## src/rtl/irq_pkg.sv

```systemverilog
// Package irq_pkg
// Shared constants, source indices and vector computation for the
// two-level interrupt controller. Assumes five sources in polling order.
package irq_pkg;

    localparam int NUM_SRC  = 5;
    localparam int NUM_TMR  = 2;
    localparam int NUM_EXT  = 2;
    localparam int REG_W    = 8;
    localparam int VEC_W    = 16;
    localparam int GLOB_BIT = 7;
    localparam int VEC_BASE = 3;
    localparam int VEC_STEP = 8;

    // Source index equals polling rank and register bit position
    typedef enum logic [2:0] {
        SRC_EXT0 = 3'd0,
        SRC_TMR0 = 3'd1,
        SRC_EXT1 = 3'd2,
        SRC_TMR1 = 3'd3,
        SRC_SER  = 3'd4
    } src_e;

    typedef enum logic [1:0] {
        WSEL_ENABLE = 2'd0,
        WSEL_PRIO   = 2'd1,
        WSEL_TFLAG  = 2'd2,
        WSEL_NONE   = 2'd3
    } wsel_e;

    // Vector address of a source index
    function automatic logic [VEC_W-1:0] vec_of(input int unsigned idx);
        return VEC_W'(VEC_BASE + idx * VEC_STEP);
    endfunction

endpackage

```

## src/rtl/irq_src_bank.sv

```systemverilog
// Module irq_src_bank
// Holds the timer overflow flags and builds the raw request vector in
// polling order. Timer flags are set by hardware pulses or software writes
// and cleared by acknowledge. External and serial inputs are levels held by
// their owners.
module irq_src_bank
    import irq_pkg::*;
#(
    parameter int N_TMR = NUM_TMR,
    parameter int N_SRC = NUM_SRC
) (
    input  logic             clk,
    input  logic             rst_n,
    input  logic [N_TMR-1:0] tmr_hw_set,
    input  logic             tflag_wr,
    input  logic [N_TMR-1:0] tflag_wdata,
    input  logic [N_TMR-1:0] tflag_clr,
    input  logic [1:0]       ext_req,
    input  logic             ser_rx,
    input  logic             ser_tx,
    output logic [N_TMR-1:0] tmr_flag,
    output logic [N_SRC-1:0] raw_req
);

    genvar gi;
    generate
        for (gi = 0; gi < N_TMR; gi++) begin : g_tflag
            // Timer flag: write or clear, then hardware set wins
            always_ff @(posedge clk) begin
                if (!rst_n) begin
                    tmr_flag[gi] <= 1'b0;
                end else if (tmr_hw_set[gi]) begin
                    tmr_flag[gi] <= 1'b1;
                end else if (tflag_wr) begin
                    tmr_flag[gi] <= tflag_wdata[gi];
                end else if (tflag_clr[gi]) begin
                    tmr_flag[gi] <= 1'b0;
                end
            end

            AST_TFLAG_CLEARED: assert property (@(posedge clk) disable iff (!rst_n)
                (tflag_clr[gi] && !tmr_hw_set[gi] && !tflag_wr) |=> !tmr_flag[gi]);
        end
    endgenerate

    // Assemble requests in polling order
    always_comb begin
        raw_req           = '0;
        raw_req[SRC_EXT0] = ext_req[0];
        raw_req[SRC_TMR0] = tmr_flag[0];
        raw_req[SRC_EXT1] = ext_req[1];
        raw_req[SRC_TMR1] = tmr_flag[1];
        raw_req[SRC_SER]  = ser_rx | ser_tx;
    end

endmodule

```

## src/rtl/irq_arbiter.sv

```systemverilog
// Module irq_arbiter
// Masks raw requests, splits them into two levels and picks one winner
// under the nesting rules: nothing while high is in service, only high
// while low is in service. Lowest index wins inside a level.
module irq_arbiter
    import irq_pkg::*;
#(
    parameter int N_SRC = NUM_SRC
) (
    input  logic             clk,
    input  logic             rst_n,
    input  logic [N_SRC-1:0] raw_req,
    input  logic [N_SRC-1:0] en_bits,
    input  logic             glob_en,
    input  logic [N_SRC-1:0] prio_bits,
    input  logic             svc_hi,
    input  logic             svc_lo,
    output logic [N_SRC-1:0] grant,
    output logic             grant_hi,
    output logic             any_grant
);

    logic [N_SRC-1:0] req_hi;
    logic [N_SRC-1:0] req_lo;
    logic [N_SRC-1:0] pick;
    logic             allow_hi;
    logic             allow_lo;

    // Split masked requests by level
    always_comb begin
        req_hi = raw_req & en_bits & {N_SRC{glob_en}} & prio_bits;
        req_lo = raw_req & en_bits & {N_SRC{glob_en}} & ~prio_bits;
    end

    // Apply nesting rules to choose the candidate level
    always_comb begin
        allow_hi = !svc_hi;
        allow_lo = !svc_hi && !svc_lo;
        grant_hi = allow_hi && (|req_hi);
        if (grant_hi) begin
            pick = req_hi;
        end else if (allow_lo) begin
            pick = req_lo;
        end else begin
            pick = '0;
        end
    end

    // Fixed polling order: lowest set index wins
    always_comb begin
        logic found;
        found = 1'b0;
        grant = '0;
        for (int i = 0; i < N_SRC; i++) begin
            if (pick[i] && !found) begin
                grant[i] = 1'b1;
                found    = 1'b1;
            end
        end
        any_grant = found;
    end

    AST_GRANT_ONEHOT: assert property (@(posedge clk) disable iff (!rst_n)
        $onehot0(grant));
    AST_HI_FREEZE: assert property (@(posedge clk) disable iff (!rst_n)
        svc_hi |-> !any_grant);
    AST_LO_ONLY_HI: assert property (@(posedge clk) disable iff (!rst_n)
        (svc_lo && any_grant) |-> (grant & prio_bits) != '0);
    AST_GLOBAL_MASK: assert property (@(posedge clk) disable iff (!rst_n)
        !glob_en |-> !any_grant);

endmodule

```

## src/rtl/irq_nest_track.sv

```systemverilog
// Module irq_nest_track
// Keeps one in-service bit per level. Acknowledge sets the level of the
// taken request. Return clears the high level first, else the low level.
// Assumes the CPU returns once for each acknowledge.
module irq_nest_track (
    input  logic clk,
    input  logic rst_n,
    input  logic ack_take,
    input  logic ack_hi,
    input  logic ret,
    output logic svc_hi,
    output logic svc_lo
);

    // Update in-service bits: return first, then acknowledge
    always_ff @(posedge clk) begin
        if (!rst_n) begin
            svc_hi <= 1'b0;
            svc_lo <= 1'b0;
        end else begin
            if (ret) begin
                if (svc_hi) begin
                    svc_hi <= 1'b0;
                end else begin
                    svc_lo <= 1'b0;
                end
            end
            if (ack_take) begin
                if (ack_hi) begin
                    svc_hi <= 1'b1;
                end else begin
                    svc_lo <= 1'b1;
                end
            end
        end
    end

    AST_RET_HI_FIRST: assert property (@(posedge clk) disable iff (!rst_n)
        (ret && svc_hi && !ack_take) |=> (!svc_hi && svc_lo == $past(svc_lo)));
    AST_ACK_MARKS: assert property (@(posedge clk) disable iff (!rst_n)
        (ack_take && ack_hi) |=> svc_hi);

endmodule

```

## src/rtl/irq_prio_ctrl.sv

```systemverilog
// Module irq_prio_ctrl
// Top of the two-level interrupt controller. Holds the enable and priority
// registers, wires the source bank, arbiter and nesting tracker, and
// produces the CPU request and vector. Assumes int_ack and int_ret are
// single-cycle pulses from the CPU.
module irq_prio_ctrl
    import irq_pkg::*;
(
    input  logic               clk,
    input  logic               rst_n,
    input  logic [NUM_EXT-1:0] ext_req,
    input  logic [NUM_TMR-1:0] tmr_ovf,
    input  logic               ser_rx_done,
    input  logic               ser_tx_done,
    input  logic               wr_en,
    input  logic [1:0]         wr_sel,
    input  logic [REG_W-1:0]   wr_data,
    input  logic               int_ack,
    input  logic               int_ret,
    output logic               cpu_irq,
    output logic [VEC_W-1:0]   vec_addr,
    output logic [NUM_TMR-1:0] tmr_flag
);

    logic [NUM_SRC-1:0] en_q;
    logic               glob_q;
    logic [NUM_SRC-1:0] prio_q;
    logic [NUM_SRC-1:0] raw_req;
    logic [NUM_SRC-1:0] grant;
    logic               grant_hi;
    logic               any_grant;
    logic               svc_hi;
    logic               svc_lo;
    logic               ack_take;
    logic               tflag_wr;
    logic [NUM_TMR-1:0] tflag_clr;
    logic               unused_wbits;

    assign unused_wbits = ^wr_data[GLOB_BIT-1:NUM_SRC];

    // Enable and priority register writes
    always_ff @(posedge clk) begin
        if (!rst_n) begin
            en_q   <= '0;
            glob_q <= 1'b0;
            prio_q <= '0;
        end else if (wr_en) begin
            case (wsel_e'(wr_sel))
                WSEL_ENABLE: begin
                    en_q   <= wr_data[NUM_SRC-1:0];
                    glob_q <= wr_data[GLOB_BIT];
                end
                WSEL_PRIO:   prio_q <= wr_data[NUM_SRC-1:0];
                default:     ;
            endcase
        end
    end

    // Acknowledge is taken only when a request is granted
    always_comb begin
        ack_take           = int_ack && any_grant;
        tflag_wr           = wr_en && (wsel_e'(wr_sel) == WSEL_TFLAG);
        tflag_clr          = '0;
        tflag_clr[0]       = ack_take && grant[SRC_TMR0];
        tflag_clr[1]       = ack_take && grant[SRC_TMR1];
    end

    irq_src_bank #(
        .N_TMR (NUM_TMR),
        .N_SRC (NUM_SRC)
    ) u_src (
        .clk         (clk),
        .rst_n       (rst_n),
        .tmr_hw_set  (tmr_ovf),
        .tflag_wr    (tflag_wr),
        .tflag_wdata (wr_data[NUM_TMR-1:0]),
        .tflag_clr   (tflag_clr),
        .ext_req     (ext_req),
        .ser_rx      (ser_rx_done),
        .ser_tx      (ser_tx_done),
        .tmr_flag    (tmr_flag),
        .raw_req     (raw_req)
    );

    irq_arbiter #(
        .N_SRC (NUM_SRC)
    ) u_arb (
        .clk       (clk),
        .rst_n     (rst_n),
        .raw_req   (raw_req),
        .en_bits   (en_q),
        .glob_en   (glob_q),
        .prio_bits (prio_q),
        .svc_hi    (svc_hi),
        .svc_lo    (svc_lo),
        .grant     (grant),
        .grant_hi  (grant_hi),
        .any_grant (any_grant)
    );

    irq_nest_track u_nest (
        .clk      (clk),
        .rst_n    (rst_n),
        .ack_take (ack_take),
        .ack_hi   (grant_hi),
        .ret      (int_ret),
        .svc_hi   (svc_hi),
        .svc_lo   (svc_lo)
    );

    // Encode the one-hot grant into a vector address
    always_comb begin
        vec_addr = '0;
        for (int i = 0; i < NUM_SRC; i++) begin
            if (grant[i]) begin
                vec_addr = vec_of(i);
            end
        end
        cpu_irq = any_grant;
    end

    AST_RESET_QUIET: assert property (@(posedge clk) disable iff (!rst_n)
        (!glob_q) |-> (!cpu_irq && vec_addr == '0));
    AST_IDLE_ACK_NOP: assert property (@(posedge clk) disable iff (!rst_n)
        (int_ack && !cpu_irq && !int_ret) |=> (svc_hi == $past(svc_hi) && svc_lo == $past(svc_lo)));

endmodule

```

## config.mk

```make
export PLATFORM = sky130hd
export DESIGN_NAME = irq_prio_ctrl
export DESIGN_NICKNAME = d
export VERILOG_FILES = /design/src/rtl/irq_pkg.sv /design/src/rtl/irq_src_bank.sv /design/src/rtl/irq_arbiter.sv /design/src/rtl/irq_nest_track.sv /design/src/rtl/irq_prio_ctrl.sv
export SDC_FILE = /design/constraint.sdc
export NUM_CORES = 1
export LEC_CHECK = 0
export BUFFER_PORTS_ARGS = -buffer_cell sky130_fd_sc_hd__buf_4
export CORE_MARGIN = 4
export CORE_UTILIZATION = 35
export DETAILED_ROUTE_END_ITERATION = 7
export PLACE_DENSITY = 0.61
export SLEW_MARGIN = 25
export SYNTH_ARGS = -nofsm -noshare
export SYNTH_HDL_FRONTEND = slang
export SYNTH_SLANG_ARGS = --single-unit
```

## constraint.sdc

```tcl
create_clock -name clk -period 3.2 [get_ports clk]
set_clock_uncertainty 0.15 [all_clocks]
set_input_delay 0.64 -clock clk [delete_from_list [all_inputs] [get_ports clk]]
set_output_delay 0.64 -clock clk [all_outputs]
set_load 0.01 [all_outputs]
```

Word-level counts from Yosys, hierarchy flattened:

Cells that the tools add are included.
W data, S select, Z words.

* $add $sub $neg: 0
* multiply operators: 0
* divide/modulo/power cells: 0
* magnitude comparators: 0
* equal/unequal tests: 2
* shift-type cells: 0
* mux-type cells: 29
* bitwise operators: 6
* reductions and logical operators: 22

Operators with widths (number)
* $mux W16: 4
* $mux W1: 22
* $and A5 B5 Y5: 4
* $logic_and A1 B1 Y1: 10
* $mux W5: 2
* $logic_not A1 Y1: 6
* $reduce_bool A3 Y1: 2
* $not A5 Y5: 1
* $reduce_or A5 Y1: 1
* $reduce_and A2 Y1: 2
* $eq A2 B1 Y1 const B: 1
* $eq A2 B2 Y1 const B: 1
* $logic_not A2 Y1: 1
* $mux W2: 1
* $or A1 B1 Y1: 1

* register bits after elaboration: 15
* latch bits: 0
* memory bits (writable): 0
* bits in read-only memories: 0
* logic and storage cells: 66
* memories: 0

Depth between registers and ports, before layout:

Gate-level depths: netlist of the first run.

* depth in word-level cells: 25
* mapped depth: 6

Hierarchy:

A second synthesis of the first run with hierarchy kept.

* cells, all modules: 131
* area, all modules: 1058.5 sq um

Modules (own cells, without submodules)
* irq_prio_ctrl: times used 1, cells each 70, area an instance 590.6 sq um
* irq_arbiter: times used 1, cells each 39, area an instance 265.3 sq um
* irq_src_bank: times used 1, cells each 13, area an instance 118.9 sq um
* irq_nest_track: times used 1, cells each 9, area an instance 83.8 sq um

Least setup slack after synthesis of the first run:

Ideal clock, no wire load.

* path kind: input-to-output
* start point: input port ext_req[1]
* end point: output port vec_addr[1]
* data arrival time: 1.755 ns
* setup slack: 0.655 ns
* stages on the path: 5
* cell sequence: a41o_1 -> or2b_4 -> o31ai_4 -> or3b_4 -> buf_4

* cells in the longest elaborated chain, start to end: 20
* elaborated cells between the ends (all ways): 29

Ends and longest elaborated chain
* start: declaration: line irq_prio_ctrl.sv:11 `input logic [NUM_EXT-1:0] ext_req,`
* $and A5 B5 Y5 (*) (2 in series): line irq_arbiter.sv:31, irq_arbiter.sv:32
* $and A5 B5 Y5: line irq_arbiter.sv:31 `req_hi = raw_req & en_bits & {N_SRC{glob_en}} & prio_bits;`
* $reduce_or A5 Y1: line irq_arbiter.sv:39 `grant_hi = allow_hi && (|req_hi);`
* $logic_and A1 B1 Y1: line irq_arbiter.sv:39
* $mux W5 (*): line irq_arbiter.sv:40 `if (grant_hi) begin`
* $mux W1: line irq_arbiter.sv:55 `if (pick[i] && !found) begin`
* $logic_not A1 Y1: line irq_arbiter.sv:55
* $logic_and A1 B1 Y1: line irq_arbiter.sv:55
* [... 3 more ...]
* $mux W1: line irq_arbiter.sv:55
* $logic_not A1 Y1: line irq_arbiter.sv:55
* $logic_and A1 B1 Y1: line irq_arbiter.sv:55
* $mux W1: line irq_arbiter.sv:55
* $logic_not A1 Y1: line irq_arbiter.sv:55
* $logic_and A1 B1 Y1: line irq_arbiter.sv:55
* $mux W1: line irq_arbiter.sv:55
* $mux W16 (*): line irq_prio_ctrl.sv:115 `if (grant[i]) begin`
* end: declaration: line irq_prio_ctrl.sv:21 `output logic [VEC_W-1:0] vec_addr,`

Mark *: on every way between the ends. The rest lies on a longest branch, timed or not.

Final worst setup path of the first run:

* start point: register glob_q
* end point: output port cpu_irq

* cells in the longest elaborated chain, start to end: 18
* elaborated cells between the ends (all ways): 20

Ends and longest elaborated chain
* start: declaration: line irq_prio_ctrl.sv:26 `logic glob_q;`
* start signal: assignment: line irq_prio_ctrl.sv:51 `glob_q <= wr_data[GLOB_BIT];`
* $and A5 B5 Y5 (*): line irq_arbiter.sv:31, irq_arbiter.sv:32
* $and A5 B5 Y5: line irq_arbiter.sv:31
* $reduce_or A5 Y1: line irq_arbiter.sv:39
* $logic_and A1 B1 Y1: line irq_arbiter.sv:39
* $mux W5 (*): line irq_arbiter.sv:40
* $mux W1: line irq_arbiter.sv:55
* $logic_not A1 Y1: line irq_arbiter.sv:55
* $logic_and A1 B1 Y1: line irq_arbiter.sv:55
* [... 2 more ...]
* $logic_and A1 B1 Y1: line irq_arbiter.sv:55
* $mux W1: line irq_arbiter.sv:55
* $logic_not A1 Y1: line irq_arbiter.sv:55
* $logic_and A1 B1 Y1: line irq_arbiter.sv:55
* $mux W1: line irq_arbiter.sv:55
* $logic_not A1 Y1: line irq_arbiter.sv:55
* $logic_and A1 B1 Y1: line irq_arbiter.sv:55
* $mux W1 (*): line irq_arbiter.sv:55
* end: declaration: line irq_prio_ctrl.sv:20 `output logic cpu_irq,`

Marks and branches as above.

==> results.json, run 1 <==
{
  "outcome": "finished, final reports clean",
  "peakVddDrop_uv": 218,
  "synth_cell_type_count": 41,
  "synth_cells": 112,
  "grt_first_pass_wirelength_um": 3670,
  "n_fill_cell": 284,
  "min_from": "en_q[4]",
  "hold_buffers": 0,
  "wl_um": 2340,
  "syn_area_sq_mm": 0.00101,
  "met1Wirelength_um": 1030,
  "drcViolationCount": 0,
  "grt_pass1_vias": 791,
  "area_growth_pct": 19.8,
  "startpoint_type": "flop",
  "start_util": 0.366,
  "num_antenna_cells": 0,
  "rows": 19,
  "gp_congestion": 0.842,
  "worstPathArrival_ns": 2.16,
  "setup_ws_ns": 0.252,
  "dp_slack_ns": 0.305,
  "worstReg2RegEnd": "u_nest.svc_lo",
  "end_kind": "output pin",
  "p_per_area_mw_per_mm2": 306,
  "insertion_delay_ns": 0.28,
  "grt_max_degree": 15,
  "cts_repair_resize_count": 0,
  "hold-path-cell-count": 2,
  "rsz0062_at_grt": "false",
  "criticalPathCategory": "reg2out",
  "synth_flop_cell": "dfxtp_1",
  "cp_max_fo": 10,
  "timing.hold.worst_endpoint": "en_q[4]",
  "cp.required_ns": 2.41,
  "overflow": 0,
  "post-cts-setup-buffers": 0,
  "cap_violations": 0,
  "port_buffers": 26,
  "pin_count": 40,
  "yosys_register_bits": 15,
  "cts-htree-levels": 1,
  "setup_tns_ns": 0,
  "avgViaCountPerCell": 5.32,
  "min_period_ns": 2.95,
  "setup_viol": 0,
  "yosysWarnings": 0,
  "layout_common_cells": "buf_4 (27), dfxtp_1 (15), nor2_1 (14)",
  "dr_wl_met2_um": 1120,
  "wl_per_cell_um": 13.7,
  "p_leak_nw": 0.582,
  "syn_area_per_cell_sq_um": 9.02,
  "top_layer": "met4",
  "die_h_um": 61.7,
  "design.die.area_sq_mm": 0.00381,
  "antenna_left": 0,
  "cts.clk_slew.worst_paths_ns": 0.08,
  "async_reset_ff_frac": 0,
  "finalCritPeriodShare": 0.921,
  "drtIter0Drc": 31,
  "rr_worst_depth": 5,
  "cts_inserted_buffers": 3,
  "die_w_um": 61.7,
  "max-slew-margin-rel": 0.564,
  "first_pass_iters": 4,
  "clock.fmax_mhz": 339,
  "cts.sink_count": 15,
  "dp_hpwl_um": 1950,
  "synth-edff-count": 0,
  "cts_max_path_buffers": 2,
  "core-area_sq_mm": 0.00276,
  "vias": 905,
  "tritoncts": "done",
  "antenna_found_initial": 0,
  "clockRootBuffer": "clkbuf_4",
  "slew_viol_final": 0,
  "final_layout_size_suffix_gt1_frac": 0.302,
  "rrSetupSlack_ns": 1.06,
  "hold_viol_final": 0,
  "layout_commonest_cell": "buf_4",
  "yosysSeqAreaShare": 0.297,
  "grt.total_usage": 0.130,
  "met3_length_um": 179,
  "hp-class": "reg2reg",
  "reg2reg_from": "glob_q",
  "worst_pin_slew_ns": 0.651,
  "nets": 161
}
## per-stage QoR
stage | hold WS [ns] | total power, mW | cells | utilization | cell area [sq um]
after detailed placement | 0.367 | 0.267 | 166 | 0.429 | 1180
after global routing | 0.427 | 0.390 | 170 | 0.439 | 1210
after CTS | 0.389 | 0.376 | 170 | 0.439 | 1210
after floorplan | 0.321 | 0.246 | 122 | - | 1050
after global placement | 0.365 | 0.266 | 166 | 0.429 | 1180
final | 0.391 | 0.370 | 170 | 0.439 | 1210
## layer usage
metal | vias to the layer above | track usage
met5 | - | 0
met4 | 0 | 0.0182
met3 | 2 | 0.0496
met2 | 29 | 0.211
met1 | 426 | 0.169
li1 | 448 | -
## Yosys cell counts (2+ instances only)
cell,instances,area [sq um]
nor2b_1,3,18.8
nand2_1,9,33.8
nand4_1,3,18.8
dfxtp_1,15,300
inv_1,2,7.51
buf_4,12,90.1
o21a_1,2,15.0
o221ai_1,2,17.5
a21oi_1,3,15.0
mux2i_1,11,110
nand3_1,4,20.0
nand4_2,2,25.0
a31oi_1,3,18.8
nor2_1,14,52.6
## power breakdown
group	internal, mW	switching (mW)	total (mW)
Clock	0.0484	0.0587	0.107
Combinational	0.0302	0.0296	0.0598
Sequential	0.194	0.00972	0.203
Total	0.272	0.0980	0.370
## worst max path at each step
stage	from	to	cells past startpoint
2_1_floorplan	ext_req[1]	vec_addr[1]	5
3_3_place_gp	ser_tx_done	vec_addr[5]	6
3_5_place_dp	ser_tx_done	vec_addr[5]	6
4_1_cts	glob_q	cpu_irq	5
5_1_grt	glob_q	vec_addr[5]	5
6_report	glob_q	cpu_irq	5
## cell families after synthesis
logic type / after synthesis / synth area share
AO/OA/AOI/OAI: 22 / 0.200
buffers and inverters: 16 / 0.112
flip-flops: 15 / 0.297
multiplexers: 11 / 0.109
other: 1 / 0.00371
AND/OR/NAND/NOR: 47 / 0.279
## flip-flops by register name (all words and copies together) (netlist names)
| name | flops |
|---|---|
| en_q | 5 |
| prio_q | 5 |
| u_src.raw_req | 2 |
| glob_q | 1 |
| u_nest.svc_hi | 1 |
| u_nest.svc_lo | 1 |
## area by class of cell
cell class	count	area [sq um]	share of cell area
Inverter	2	7.51	0.00620
Tap cell	31	38.8	0.0321
Timing Repair Buffer	27	203	0.168
Clock buffer	4	26.3	0.0217
Sequential cell	15	300	0.248
Multi-Input combinational cell	91	634	0.524
## critical path, stage by stage, from the launching register on
cell,delay [ns]
dfxtp_1,0.56
o2111ai_1,0.27
nor2b_4,0.21
a41oi_4,0.23
or3b_2,0.46
buf_4,0.15
(Power assumes the default switching activity.)
==> inputs of run 2 (changes only) <==
- clock period: 3.2 -> 2.9 ns (I/O delays scaled with it)
==> run 2 against run 1 <==
Against the previous run:
- die area stayed put
- via count is 1.4% lower
- core utilization is 0.14 points higher
- register-to-register slack worse by 0.13 ns
- worst hold slack worse by 0.014 ns
- critical path depth is 1 higher
- sequential share of layout area hardly changed
- worst setup slack worse by 0.12 ns
==> results.json, run 2 (synthesized netlist as in run 1, its figures left out) <==
{
  "tritoncts": "done",
  "grt_pass1_vias": 777,
  "path_depth": 6,
  "p_per_area_mw_per_mm2": 336,
  "antenna_found_initial": 0,
  "p_leak_nw": 0.583,
  "p_clk_frac": 0.287,
  "p_sw_mw": 0.107,
  "hold_slack_ns": 0.377,
  "max-slew-margin-rel": 0.579,
  "worst_pin_slew_ns": 0.629,
  "layout_common_cells": "buf_4 (27), nor2_1 (14), dfxtp_1 (14)",
  "worst_path_largest_cell_delay_ns": 0.33,
  "grt_first_pass_wirelength_um": 3620,
  "start_util": 0.366,
  "cp_slowest_cell": "or2b_4",
  "setup_viol": 0,
  "dp_hpwl_um": 1950,
  "pin_count": 40,
  "vias": 892,
  "worst-path-buf-inv": 2,
  "rr_worst_depth": 5,
  "hold-path-cell-count": 1,
  "cts.clk_slew.worst_paths_ns": 0.09,
  "peakVddDrop_uv": 249,
  "outcome": "finished, final reports clean",
  "path_cells": "buf_4 > o2111ai_1 > or2b_4 > o31ai_4 > and3b_2 > buf_4",
  "placed_area_sq_mm": 0.00118,
  "port_buffers": 26,
  "cp.required_ns": 2.17,
  "p_seq_frac": 0.551,
  "final_layout_size_suffix_gt1_frac": 0.317,
  "drcViolationCount": 0,
  "clock.fmax_mhz": 361,
  "cts.sink_count": 15,
  "layout_commonest_cell": "buf_4",
  "critPathTopFamily": "compound AO/OA/AOI/OAI gates",
  "hold_viol_final": 0,
  "end_kind": "output pin",
  "cap_violations": 0,
  "swShare": 0.262,
  "core-area_sq_mm": 0.00276,
  "slew_viol_final": 0,
  "grt.total_usage": 0.130,
  "cts_inserted_buffers": 3,
  "cpMostUsedCell": "buf_4",
  "cts_max_path_buffers": 2,
  "wl_um": 2360,
  "setup_tns_ns": 0,
  "drtIter0Drc": 50,
  "cts-htree-levels": 1,
  "nets": 161,
  "startpoint_type": "primary input",
  "hold_buffers": 0,
  "insertion_delay_ns": 0.28,
  "cp_max_fo": 6,
  "avgViaCountPerCell": 5.25,
  "dp.cells": 166,
  "intPower_mw": 0.301,
  "area_growth_pct": 20.2,
  "overflow": 0,
  "die_h_um": 61.7,
  "finalCritPeriodShare": 0.956,
  "antenna_left": 0,
  "min_period_ns": 2.77,
  "fin_area_sq_mm": 0.00121,
  "num_antenna_cells": 0,
  "grt_max_degree": 15,
  "design.die.area_sq_mm": 0.00381,
  "criticalPathCategory": "in2out",
  "rows": 19,
  "rsz0062_at_grt": "false",
  "pwr-share-comb": 0.163,
  "clockRootBuffer": "clkbuf_4",
  "hp-class": "reg2reg",
  "gp_congestion": 0.838,
  "wl_per_cell_um": 13.9,
  "worstPathArrival_ns": 2.04,
  "die_w_um": 61.7,
  "fin_cells": 170,
  "first_pass_iters": 4
}
==> run 2: changes by cell type in the layout (fill, tap and decap cells not counted) <==
cell,before,now
nor2b_2,0,1
dfxtp_2,0,1
nor2b_1,3,2
dfxtp_1,15,14
==> run 2: timing repair <==
item                                    in CTS  in global routing
resized for setup                            0                  2
endpoints found under the setup margin       0                  6
buffers inserted                             0                  0
==> run 2: final timing paths <==
check	start	endpoint	slack [ns]
setup / recovery	ser_tx_done	vec_addr[5]	0.13
hold / removal	u_nest.svc_lo	u_nest.svc_lo	0.38
setup reg to reg	glob_q	u_nest.svc_lo	0.93
hold reg to reg	u_nest.svc_lo	u_nest.svc_lo	0.38
==> run 2: worst register-to-register path: stages (launching register included) <==
cell and delay, ns:
dfxtp_2 0.45, o2111ai_1 0.22, nor2b_4 0.19, a41oi_4 0.24, or3b_4 0.42, a32o_1 0.21
==> run 2: power groups by stage <==
| stage | Clock (mW) | Combinational [mW] | Sequential, mW |
|---|---|---|---|
| 2_1_floorplan | 0 | 0.0452 | 0.226 |
| 3_3_place_gp | 0 | 0.0646 | 0.229 |
| 3_5_place_dp | 0 | 0.0662 | 0.229 |
| 4_1_cts | 0.125 | 0.0665 | 0.224 |
| 5_1_grt | 0.135 | 0.0737 | 0.226 |
| 6_report | 0.117 | 0.0663 | 0.224 |
==> run 2: area by class of cell <==
class	count	area, sq um
Sequential cell	15	302
Inverter	2	7.51
Tap cell	31	38.8
Fill cell	277	1540
Timing Repair Buffer	27	203
Clock buffer	4	26.3
Multi-Input combinational cell	91	637
==> run 2: layer usage <==
metal  wire length (um)  part of all wire  track usage  up-vias
li1                   -                 -            -      445
met1               1040              0.44        0.181      416
met2               1130              0.48        0.196       29
met3                178             0.076       0.0496        2
met4                  8            0.0034       0.0182        0
met5                  0                 0            0        -
==> run 2: per-stage QoR <==
stage | util | setup WS (ns) | total power [mW]
after global placement | 0.429 | 0.140 | 0.293
after floorplan | - | 0.475 | 0.271
final | 0.440 | 0.129 | 0.407
after global routing | 0.440 | 0.0813 | 0.434
after CTS | 0.439 | 0.0141 | 0.416
after detailed placement | 0.429 | 0.128 | 0.295
==> inputs of run 3 (changes only) <==
- CORE_MARGIN: 4 -> default
==> run 3 against run 2 <==
Against the previous run:
- worst setup slack gained 0.027 ns
- global-route usage grew 1.8 points
- die area shrank 19%
- sequential share of layout area grew 0.051 points
- clock power grew 5%
- largest power group unchanged
==> results.json, run 3 (synthesized netlist as in run 1, its figures left out) <==
{
  "hp-class": "in2reg",
  "port_buffers": 26,
  "start_util": 0.369,
  "wl_per_cell_um": 12.9,
  "startpoint_type": "primary input",
  "peakVddDrop_uv": 265,
  "cts_inserted_buffers": 3,
  "area_growth_pct": 20.0,
  "startpoint": "ser_tx_done",
  "first_pass_iters": 4,
  "hold_buffers": 0,
  "antenna_left": 0,
  "reg2reg_from": "glob_q",
  "end_kind": "output pin",
  "criticalPathCategory": "in2out",
  "worst_pin_slew_ns": 0.666,
  "gp_congestion": 0.805,
  "min_from": "wr_data[7]",
  "slew_viol_final": 0,
  "clock.fmax_mhz": 364,
  "setup_ws_ns": 0.156,
  "rows": 19,
  "p_leak_nw": 0.583,
  "outcome": "finished, final reports clean",
  "clockRootBuffer": "clkbuf_4",
  "layout_commonest_cell": "buf_4",
  "drcViolationCount": 0,
  "cp_max_fo": 6,
  "rrSetupSlack_ns": 0.94,
  "dp_hpwl_um": 1790,
  "hold_viol_final": 0,
  "max-slew-margin-rel": 0.554,
  "critPathTopFamily": "compound AO/OA/AOI/OAI gates",
  "n_fill_cell": 276,
  "die_w_um": 55.7,
  "tritoncts": "done",
  "insertion_delay_ns": 0.29,
  "die_h_um": 55.7,
  "final_layout_size_suffix_gt1_frac": 0.309,
  "min_period_ns": 2.74,
  "finalCritPeriodShare": 0.946,
  "avgViaCountPerCell": 5.19,
  "post-cts-setup-buffers": 0,
  "grt_first_pass_wirelength_um": 3600,
  "setup_tns_ns": 0,
  "nets": 161,
  "core-area_sq_mm": 0.00273,
  "antenna_found_initial": 0,
  "cp_slowest_cell": "or2b_4",
  "rsz0062_at_grt": "false",
  "worst-path-buf-inv": 2,
  "layout_common_cells": "buf_4 (27), nor2_1 (14), dfxtp_1 (14)",
  "cts.clk_slew.worst_paths_ns": 0.09,
  "worstPathArrival_ns": 2.01,
  "cts.sink_count": 15,
  "pin_count": 40,
  "path_cells": "buf_4 > o2111ai_1 > or2b_4 > o31ai_4 > and3b_2 > buf_4",
  "num_antenna_cells": 0,
  "setup_viol": 0,
  "drtIter0Drc": 23,
  "hold_slack_ns": 0.378,
  "cp.required_ns": 2.17,
  "vias": 883,
  "dp_slack_ns": 0.148,
  "p_per_area_mw_per_mm2": 341,
  "grt.total_usage": 0.148,
  "overflow": 0,
  "cts_max_path_buffers": 2,
  "grt_pass1_vias": 805,
  "cts-htree-levels": 1,
  "wl_um": 2200,
  "design.die.area_sq_mm": 0.00310,
  "power_mw": 0.413,
  "grt_max_degree": 15,
  "worst_path_largest_cell_delay_ns": 0.33,
  "cpMostUsedCell": "buf_4",
  "cap_violations": 0
}
run 3: final timing paths:
check	to	cells after the start
setup / recovery	vec_addr[5]	6
setup reg to reg	u_nest.svc_lo	5
hold / removal	glob_q	3
hold reg to reg	u_nest.svc_lo	1
run 3: timing repair:
item / CTS / global route
hold endpoints to repair: 0 / 0
gates resized for setup: 0 / 1
endpoints found under the setup margin: 0 / 4
run 3: tightest hold or removal path: cells and delay by family:
family / cells / cell delay [ns]
buffers and inverters: 1 / 0.08
and+or+nand+nor: 1 / 0.07
muxes: 1 / 0.05
run 3: routing by layer:
layer	track usage	wire length, um	up-vias
met5	0	0	-
li1	-	-	444
met1	0.187	1050	403
met2	0.236	977	31
met4	0.0536	25	0
met3	0.0488	147	5
run 3: final cells by class:
class | instances | area (sq um) | share of cell area
clock buffer | 4 | 26.3 | 0.0217
inverter | 2 | 7.51 | 0.00620
multi-input combinational | 91 | 634 | 0.524
sequential | 15 | 302 | 0.249
tap | 31 | 38.8 | 0.0320
timing repair buffer | 27 | 203 | 0.167
run 3: power breakdown:
group / total (mW) / switching (mW) / internal [mW]
Clock: 0.123 / 0.0698 / 0.0535
Sequential: 0.224 / 0.0104 / 0.214
Combinational: 0.0659 / 0.0326 / 0.0333
Total: 0.413 / 0.113 / 0.301
run 3: through the flow:
stage,instance area (sq um),util,cells
after global placement,1180,0.433,166
after floorplan,1050,-,122
after CTS,1210,0.443,170
after detailed placement,1180,0.433,166
after global routing,1210,0.443,170
final,1210,0.443,170
